`src/rtl/bcs_pkg.sv`:
```
package bcs_pkg;
  localparam int MODE_W = 15;
  localparam int OFF_W  = 3;

  typedef enum logic {ORD_SEQ = 1'b0, ORD_INTL = 1'b1} order_t;

  localparam logic [2:0] LEN2 = 3'b001;
  localparam logic [2:0] LEN4 = 3'b010;
  localparam logic [2:0] LEN8 = 3'b011;
  localparam logic [2:0] LAT20 = 3'b010;
  localparam logic [2:0] LAT25 = 3'b110;
  localparam logic [5:0] OP_NORM = 6'b000000;
  localparam logic [5:0] OP_DLL  = 6'b000010;

  function automatic logic [OFF_W-1:0] len_mask(input logic [2:0] code);
    case (code)
      LEN4:    len_mask = 3'b011;
      LEN8:    len_mask = 3'b111;
      default: len_mask = 3'b001;
    endcase
  endfunction

  function automatic logic len_ok(input logic [2:0] code);
    len_ok = (code == LEN2) || (code == LEN4) || (code == LEN8);
  endfunction
endpackage

```
`src/rtl/bcs_mode_reg.sv`:
```
module bcs_mode_reg
  import bcs_pkg::*;
(
  input  logic              clk,
  input  logic              rst,
  input  logic              load,
  input  logic [MODE_W-1:0] word,
  output logic [2:0]        len_code,
  output order_t            order,
  output logic              lat_2p5,
  output logic              err,
  output logic              dll
);
  logic       base_sel;
  logic       fields_ok;
  logic [5:0] op_f;
  logic [2:0] lat_f;

  assign base_sel  = (word[14:13] == 2'b00);
  assign op_f      = word[12:7];
  assign lat_f     = word[6:4];
  assign fields_ok = len_ok(word[2:0])
                   && ((lat_f == LAT20) || (lat_f == LAT25))
                   && ((op_f == OP_NORM) || (op_f == OP_DLL));

  always_ff @(posedge clk) begin
    if (rst) begin
      len_code <= LEN2;
      order    <= ORD_SEQ;
      lat_2p5  <= 1'b0;
      err      <= 1'b0;
      dll      <= 1'b0;
    end else begin
      err <= 1'b0;
      dll <= 1'b0;
      if (load && base_sel) begin
        if (fields_ok) begin
          len_code <= word[2:0];
          order    <= order_t'(word[3]);
          lat_2p5  <= (lat_f == LAT25);
          dll      <= word[8];
        end else begin
          err <= 1'b1;
        end
      end
    end
  end
endmodule

```
`src/rtl/bcs_col_gen.sv`:
```
module bcs_col_gen
  import bcs_pkg::*;
#(
  parameter int COL_W = 10
) (
  input  logic             clk,
  input  logic             rst,
  input  logic             start,
  input  logic [COL_W-1:0] start_col,
  input  logic             advance,
  input  logic [2:0]       len_code,
  input  order_t           order,
  output logic [COL_W-1:0] col_addr,
  output logic             valid,
  output logic             last
);
  localparam int HI_W = COL_W - OFF_W;

  logic [COL_W-1:0] base_q;
  logic [OFF_W-1:0] off_q, k_q, mask_q, k_inc;
  order_t           ord_q;
  logic [OFF_W-1:0] sel_off;
  logic [COL_W-1:0] mask_ext;

  assign k_inc = k_q + 1'b1;

  always_ff @(posedge clk) begin
    if (rst) begin
      base_q <= '0;
      off_q  <= '0;
      k_q    <= '0;
      mask_q <= 3'b001;
      ord_q  <= ORD_SEQ;
      valid  <= 1'b0;
      last   <= 1'b0;
    end else if (start) begin
      base_q <= start_col;
      off_q  <= start_col[OFF_W-1:0];
      k_q    <= '0;
      mask_q <= len_mask(len_code);
      ord_q  <= order;
      valid  <= 1'b1;
      last   <= 1'b0;
    end else if (advance && valid) begin
      if (last) begin
        valid <= 1'b0;
        last  <= 1'b0;
      end else begin
        k_q  <= k_inc;
        last <= (k_inc == mask_q);
      end
    end
  end

  // ordering variant: modular add or bitwise XOR on the low offset
  always_comb begin
    if (ord_q == ORD_INTL) sel_off = off_q ^ k_q;
    else                   sel_off = off_q + k_q;
  end

  assign mask_ext = {{HI_W{1'b0}}, mask_q};
  assign col_addr = (base_q & ~mask_ext)
                  | ({{HI_W{1'b0}}, sel_off} & mask_ext);
endmodule

```
`src/rtl/burst_col_seq.sv`:
```
module burst_col_seq
  import bcs_pkg::*;
#(
  parameter int COL_W = 10
) (
  input  logic             clk,
  input  logic             rst,
  input  logic             mode_load,
  input  logic [14:0]      mode_word,
  input  logic             burst_start,
  input  logic [COL_W-1:0] start_col,
  input  logic             advance,
  output logic [COL_W-1:0] col_addr,
  output logic             col_valid,
  output logic             col_last,
  output logic             mode_err,
  output logic             dll_rst,
  output logic             lat_2p5
);
  logic [2:0] len_code;
  order_t     order;

  bcs_mode_reg u_mode (
    .clk(clk), .rst(rst), .load(mode_load), .word(mode_word),
    .len_code(len_code), .order(order), .lat_2p5(lat_2p5),
    .err(mode_err), .dll(dll_rst)
  );

  bcs_col_gen #(.COL_W(COL_W)) u_gen (
    .clk(clk), .rst(rst), .start(burst_start), .start_col(start_col),
    .advance(advance), .len_code(len_code), .order(order),
    .col_addr(col_addr), .valid(col_valid), .last(col_last)
  );
endmodule

```
`config.mk`:
```
export PLATFORM = sky130hd
export DESIGN_NAME = burst_col_seq
export DESIGN_NICKNAME = d
export VERILOG_FILES = /design/src/rtl/bcs_pkg.sv /design/src/rtl/bcs_mode_reg.sv /design/src/rtl/bcs_col_gen.sv /design/src/rtl/burst_col_seq.sv
export SDC_FILE = /design/constraint.sdc
export NUM_CORES = 1
export LEC_CHECK = 0
export CAP_MARGIN = 20
export CORE_MARGIN = 4
export CORE_UTILIZATION = 43
export CTS_CLUSTER_DIAMETER = 50
export DETAILED_ROUTE_END_ITERATION = 12
export PLACE_DENSITY_LB_ADDON = 0.08
export SETUP_SLACK_MARGIN = 0.5
export SYNTH_ARGS = -nofsm -noshare
export SYNTH_HDL_FRONTEND = slang
export SYNTH_HIERARCHICAL = 1
export SYNTH_SLANG_ARGS = --single-unit
```
`constraint.sdc`:
```
create_clock -name clk -period 1.9 [get_ports clk]
set_input_delay 0.19 -clock clk [delete_from_list [all_inputs] [get_ports clk]]
set_output_delay 0.19 -clock clk [all_outputs]
set_load 0.01 [all_outputs]
```
==> impl_metrics.csv, run 1 <==
group,metric,value,unit
timing,worst_slack,-57.8,ps
hold_path,min-delay-path-class,"primary input to flip-flop",
cells_and_area,final_common_cell,"dfxtp_1",
clocking,cts_sinks,25,
detailed_routing,vias_per_cell,4.89,
logic_synthesis,synth_compound_area_share,3.61,%
power_and_ir_drop,peakVddDrop,547,µV
power_and_ir_drop,power_frac_clock,24.4,%
logic_synthesis,yosysTopAreaCell,"dfxtp_1",
logic_synthesis,synth-xor-area-share,4.45,%
worst_setup_path,reg2reg_from,"u_gen/k_q[0]",
logic_synthesis,synth-seq-area-share,42.4,%
clocking,htree_levels,1,
timing,tightestPinTransition,334,ps
cells_and_area,n_antenna_cell,0,
cells_and_area,utilization,66.4,%
power_and_ir_drop,p_comb_share,17.0,%
clocking,clk_pin_slew_worst_paths,130,ps
logic_synthesis,avgSynthCellArea,9.83,µm²
detailed_routing,drc_errors,0,
timing,rsz0062_at_grt,"true",
global_route,grt_pass1_wl,4370,µm
detailed_routing,drt_iter0_drc,43,
timing,clock_skew,0.985,ps
power_and_ir_drop,seqPwrFrac,58.6,%
logic_synthesis,synth_top_family_by_area,"simple AND/OR/NAND/NOR gates",
global_route,overflow,0,
logic_synthesis,yosys.area_share.simple,21.1,%
die,die_width,60.4,µm
place,dp_hpwl,1970,µm
detailed_routing,wirelength,2570,µm
logic_synthesis,synth_cell_types,31,
die,io_pins,45,
logic_synthesis,ys_ff_latch,25,
cells_and_area,syn2layout_area_growth,43.2,%
worst_setup_path,cp.arrival,1770,ps
worst_setup_path,critPathLaunchType,"flip-flop",
worst_setup_path,crit_fanout,2,
cells_and_area,n_fill_cell,240,
worst_setup_path,setup.worst_path.class,"flip-flop to output port",
job,cap_viol_max_count,0,
timing,slew_headroom,77.6,%
global_route,grt_pass1_vias,1000,
global_route,track_usage,15.8,%
worst_setup_path,end_kind,"output port",
logic_synthesis,syn_area,1180,µm²
global_route,grt_start_max_net_pins,30,
global_route,antenna_found_initial,0,
power_and_ir_drop,p_per_area,556,nW/µm²
logic_synthesis,synthMuxAreaShare,15.3,%
timing,tns,-80.3,ps
cells_and_area,fin_nets,197,
die,die_area,3650,µm²
power_and_ir_drop,swShare,23.4,%
logic_synthesis,synth_warnings,6,
logic_synthesis,yosysTopAreaCellShare,42.4,%
clocking,clk_latency,310,ps
detailed_routing,vias,939,
die,die_y,60.4,µm
die,start_util,46.4,%
logic_synthesis,synth_cells,120,
clocking,cts.path.max_buffers,2,
clocking,root_buffer,"clkbuf_4",
detailed_routing,routedWlPerCell,13.4,µm
clocking,cts_tree,"built",
place,gp_congestion,0.799,
clocking,cts_made_buffers,3,
worst_setup_path,crit_slowest_cell,"dfxtp_2",
run_status,outcome,"complete, but fails checks",
cells_and_area,final_layout_size_suffix_gt1_share,16.0,%
power_and_ir_drop,p_leak,0.796,nW
die,coreArea,2540,µm²
logic_synthesis,yosys.area_share.adder,4.88,%
die,num_rows,18,
detailed_routing,postRouteAntennaNets,0,
worst_setup_path,cp_data_required_time,1710,ps
place,io_buffers,44,
logic_synthesis,synth.net_count,154,
power_and_ir_drop,p_int,720,µW
run_status,violations,"negative setup slack",
timing,maxSlewViolCount,0,
worst_setup_path,crit_path_cell_trace,"ha_4 -> inv_2 -> fa_2 -> o21a_1 -> o21ai_2 -> xnor2_1 -> buf_2",
timing,fmax,0.511,GHz
detailed_routing,first_pass_iters,4,
hold_path,holdCritStartpoint,"mode_word[4]",
worst_setup_path,critPathMaxStageDelay,370,ps
cells_and_area,final_cell_mix,"21 x dfxtp_1, 20 x clkdlybuf4s50_1, 18 x nor2_1, 18 x mux2i_1, 13 x dlygate4sd2_1",
timing,finalHoldViolations,0,
timing,fin_crit_sh,103,%
timing,min_period,1960,ps
worst_setup_path,startpoint,"u_gen/base_q[0]",
logic_synthesis,synth_area_leaders,"dfxtp_1 42%, mux2i_1 15%, nor2_1 5.7%",
timing,setup_violations,2,
power_and_ir_drop,switchingPower,220,µW
## Yosys cell counts (all sizes together)
| library cell | instances |
|---|---|
| ha | 3 |
| or3b | 1 |
| nor4 | 1 |
| fa | 1 |
| a211oi | 1 |
| xnor2 | 3 |
| nand4b | 1 |
| mux2i | 18 |
| nand3b | 1 |
| or4b | 1 |
| o21a | 1 |
| nor2 | 18 |
| nor3b | 1 |
| o31ai | 1 |
| clkbuf | 2 |
| dfxtp | 25 |
| a21oi | 3 |
| buf | 11 |
| o21ai | 1 |
| nor3 | 6 |
| nand3 | 1 |
| or4 | 2 |
| nand2b | 7 |
| xor2 | 3 |
| and3 | 1 |
| inv | 3 |
| nor2b | 1 |
| nand2 | 2 |
## area by class of cell
class	count	area (µm²)	share of cell area [%]
clock buffers	4	26.3	1.56
multi-input cells	79	624	37.0
flip-flops and latches	25	505	29.9
inverters	3	11.3	0.667
well taps	30	37.5	2.22
repair buffers	51	484	28.7
## worst paths after layout
check              endpoint  slack (ps)  cells past startpoint
max reg2reg      u_gen/last         360                      5
min reg2reg  u_mode/lat_2p5         480                      2
max             col_addr[2]         -60                      7
min              u_mode/dll         350                      4
## power groups by stage
stage                     Clock, mW  Sequential [mW]  Combinational, mW
after global placement            0            0.560              0.170
final                         0.229            0.551              0.160
after global routing          0.267            0.554              0.177
after floorplan                   0            0.562             0.0806
after detailed placement          0            0.561              0.175
after CTS                     0.244            0.550              0.163
## cell families (layout without fill, tap and decap cells)
kind of cell,Yosys count,after routing
muxes,18,18
xor gates and xnor gates,6,6
buffers and inverters,16,58
and+or+nand+nor,44,44
adders and majority gates,4,4
AOI/OAI and AO/OA,7,7
DFF,25,25
## through the flow
stage          cells  worst slack (ps)  hold slack (ps)  instance area [µm²]  power (mW)
4_1_cts          192             -74.2              418                 1660       0.958
5_1_grt          192              -166              336                 1690       0.998
3_5_place_dp     187              -143              461                 1630       0.736
3_3_place_gp     187              -116              458                 1630       0.730
6_report         192             -57.8              354                 1690       0.940
2_1_floorplan    120               397              336                 1190       0.642
## per-layer routing
| layer | track usage (%) | vias up | part of all wire [%] |
|---|---|---|---|
| met5 | 0 | - | 0 |
| met4 | 5.70 | 0 | 1.6 |
| met3 | 2.55 | 4 | 4.9 |
| met2 | 29.2 | 19 | 53 |
| met1 | 18.3 | 435 | 41 |
| li1 | - | 481 | - |
## sequential cells by signal (all words and copies together) (netlist names)
| register | count |
|---|---|
| u_gen/base_q | 10 |
| u_gen/k_q | 3 |
| u_mode/len_code | 3 |
| u_gen/mask_q | 2 |
| u_gen/last | 1 |
| u_gen/ord_q | 1 |
| u_gen/valid | 1 |
| u_mode/dll | 1 |
| u_mode/err | 1 |
| u_mode/lat_2p5 | 1 |
| u_mode/order | 1 |
## repair_timing
item / in CTS / in global routing
setup endpoints to repair: 18 / 11
buffers inserted: 1 / 0
hold buffers: 0 / 0
pin swaps: 4 / 5
resized for setup: 30 / 11
## worst max-delay path, delay by kind of cell, from the launching register on
family | cells | cell delay (ps)
DFF | 1 | 370
adders and majority gates | 2 | 460
AOI/OAI and AO/OA | 2 | 320
xor gates and xnor gates | 1 | 130
buffers and inverters | 2 | 180
No activity file was read; power rests on OpenSTA's default activity.
==> run 2, diff against run 1 <==
--- a/config.mk
+++ b/config.mk
@@ -10,7 +10,7 @@
 export CORE_UTILIZATION = 43
 export CTS_CLUSTER_DIAMETER = 50
 export DETAILED_ROUTE_END_ITERATION = 12
-export PLACE_DENSITY_LB_ADDON = 0.08
+export PLACE_DENSITY = 0.77
 export SETUP_SLACK_MARGIN = 0.5
 export SYNTH_ARGS = -nofsm -noshare
 export SYNTH_HDL_FRONTEND = slang
==> impl_metrics.csv, run 2 (synthesis gave the netlist of run 1 again) <==
group,metric,value,unit
timing,rsz0062_at_grt,"true",
clocking,htree_levels,1,
cells_and_area,largest_reg_flops,10,
cells_and_area,seqCellArea,505,µm²
timing,slew_headroom,81.9,%
cells_and_area,top_regs,"u_gen/base_q (10), u_gen/k_q (3), u_mode/len_code (3)",
cells_and_area,syn2layout_area_growth,45.6,%
worst_setup_path,crit_path_cell_trace,"ha_4 -> inv_2 -> fa_2 -> o21a_1 -> o21ai_2 -> xnor2_1 -> buf_2",
power_and_ir_drop,p_leak,0.798,nW
clocking,clk_latency,320,ps
global_route,grt_start_max_net_pins,30,
global_route,antenna_found_initial,0,
job,cap_viol_max_count,0,
clocking,cts_made_buffers,3,
detailed_routing,vias_per_cell,5.06,
detailed_routing,first_pass_iters,4,
cells_and_area,final_cell_mix,"21 x dfxtp_1, 19 x clkdlybuf4s50_1, 18 x nor2_1, 18 x mux2i_1, 15 x dlygate4sd2_1",
cells_and_area,fin_nets,200,
worst_setup_path,setup.worst_path.class,"flip-flop to output port",
die,start_util,46.4,%
timing,tightestPinTransition,272,ps
worst_setup_path,crit_family,"adder cells",
run_status,violations,"negative setup slack",
timing,clock_skew,6.81,ps
worst_setup_path,cp.arrival,1810,ps
timing,setup_violations,2,
cells_and_area,n_fill_cell,217,
clocking,cts-hold-fix-buffers,0,
worst_setup_path,cp_data_required_time,1710,ps
clocking,cts_sinks,25,
global_route,overflow,0,
worst_setup_path,end_kind,"output port",
die,io_pins,45,
clocking,clk_pin_slew_worst_paths,140,ps
die,die_area,3650,µm²
clocking,root_buffer,"clkbuf_4",
worst_setup_path,critPathLaunchType,"flip-flop",
timing,min_period,2000,ps
place,gp_congestion,0.786,
global_route,track_usage,15.1,%
timing,worst_slack,-100,ps
hold_path,min-delay-path-class,"primary input to flip-flop",
clocking,cts_tree,"built",
global_route,grt_pass1_wl,4170,µm
timing,fin_crit_sh,105,%
timing,fmax,0.500,GHz
detailed_routing,wirelength,2680,µm
detailed_routing,vias,987,
worst_setup_path,critPathMaxStageDelay,390,ps
die,coreArea,2540,µm²
cells_and_area,multi_input_area,624,µm²
timing,maxSlewViolCount,0,
timing,whs,175,ps
power_and_ir_drop,p_per_area,557,nW/µm²
detailed_routing,drc_errors,0,
detailed_routing,drt_iter0_drc,12,
cells_and_area,n_antenna_cell,0,
place,io_buffers,44,
place,dp_hpwl,2000,µm
cells_and_area,final_area,1720,µm²
cells_and_area,final_layout_size_suffix_gt1_share,18.8,%
detailed_routing,postRouteAntennaNets,0,
global_route,grt_pass1_vias,1010,
worst_setup_path,crit_slowest_cell,"dfxtp_2",
clocking,cts.path.max_buffers,2,
worst_setup_path,crit_fanout,2,
cells_and_area,final_common_cell,"dfxtp_1",
die,die_y,60.4,µm
timing,finalHoldViolations,0,
worst_setup_path,critPathBufInv,2,
place,placed_cell_area,1630,µm²
run_status,outcome,"complete, but fails checks",
detailed_routing,routedWlPerCell,13.7,µm
cells_and_area,top_register,"u_gen/base_q",
die,num_rows,18,
power_and_ir_drop,peakVddDrop,509,µV
die,die_width,60.4,µm
run 2: cell count changes in the layout (fill, tap and decap cells not counted), sizes merged:
cell | before | now
buf | 9 | 12
clkbuf | 4 | 3
clkdlybuf4s15 | 2 | 1
clkdlybuf4s50 | 20 | 19
clkinvlp | 0 | 1
dlygate4sd2 | 13 | 15
run 2: worst register-to-register path, stage by stage, from the launching register on:
cell	delay, ps
dfxtp_2	360
buf_4	130
buf_6	120
ha_4	210
xor2_1	150
or4_1	510
o31ai_1	220
run 2: stage by stage:
stage          setup slack, ps  std cells  power (mW)  utilization (%)  TNS (ps)
6_report                  -100        195       0.958             67.5      -153
5_1_grt                   -191        195        1.02             67.5      -345
4_1_cts                   -125        193       0.974             65.2      -201
3_5_place_dp              -166        188       0.739             64.2      -275
3_3_place_gp             -99.8        188       0.732             64.2      -148
2_1_floorplan              397        120       0.642                -         0
run 2: timing repair:
action                                  4_1_cts  5_1_grt
gates resized for setup                      30       13
setup buffers                                 1        2
pin swaps                                     4        7
endpoints found under the setup margin       20        9
run 2: area by class of cell:
type | count | area share, %
Tap cell | 30 | 2.18
Sequential cell | 25 | 29.4
Clock inverter | 1 | 0.437
Inverter | 3 | 0.655
Timing Repair Buffer | 54 | 29.6
Multi-Input combinational cell | 79 | 36.3
Clock buffer | 3 | 1.31
run 2: final timing paths:
| path | from | slack, ps | cells after the start | endpoint |
|---|---|---|---|---|
| max | u_gen/base_q[0] | -100 | 7 | col_addr[2] |
| min | mode_word[13] | 180 | 3 | u_mode/err |
| max reg2reg | u_gen/k_q[0] | 120 | 6 | u_gen/last |
| min reg2reg | u_mode/len_code[1] | 490 | 2 | u_mode/len_code[1] |
run 2: where the power goes:
group	leakage [nW]	internal (mW)	switching, mW
Combinational	0.579	0.102	0.0659
Sequential	0.205	0.541	0.00910
Clock	0.0139	0.0803	0.159
Total	0.798	0.724	0.234
run 2: layer usage:
metal	GRT usage, %	wire length [µm]	up-vias
met5	0	0	-
met4	4.75	19	0
met3	3.40	197	2
met1	15.8	983	460
li1	-	-	491
met2	29.5	1480	34
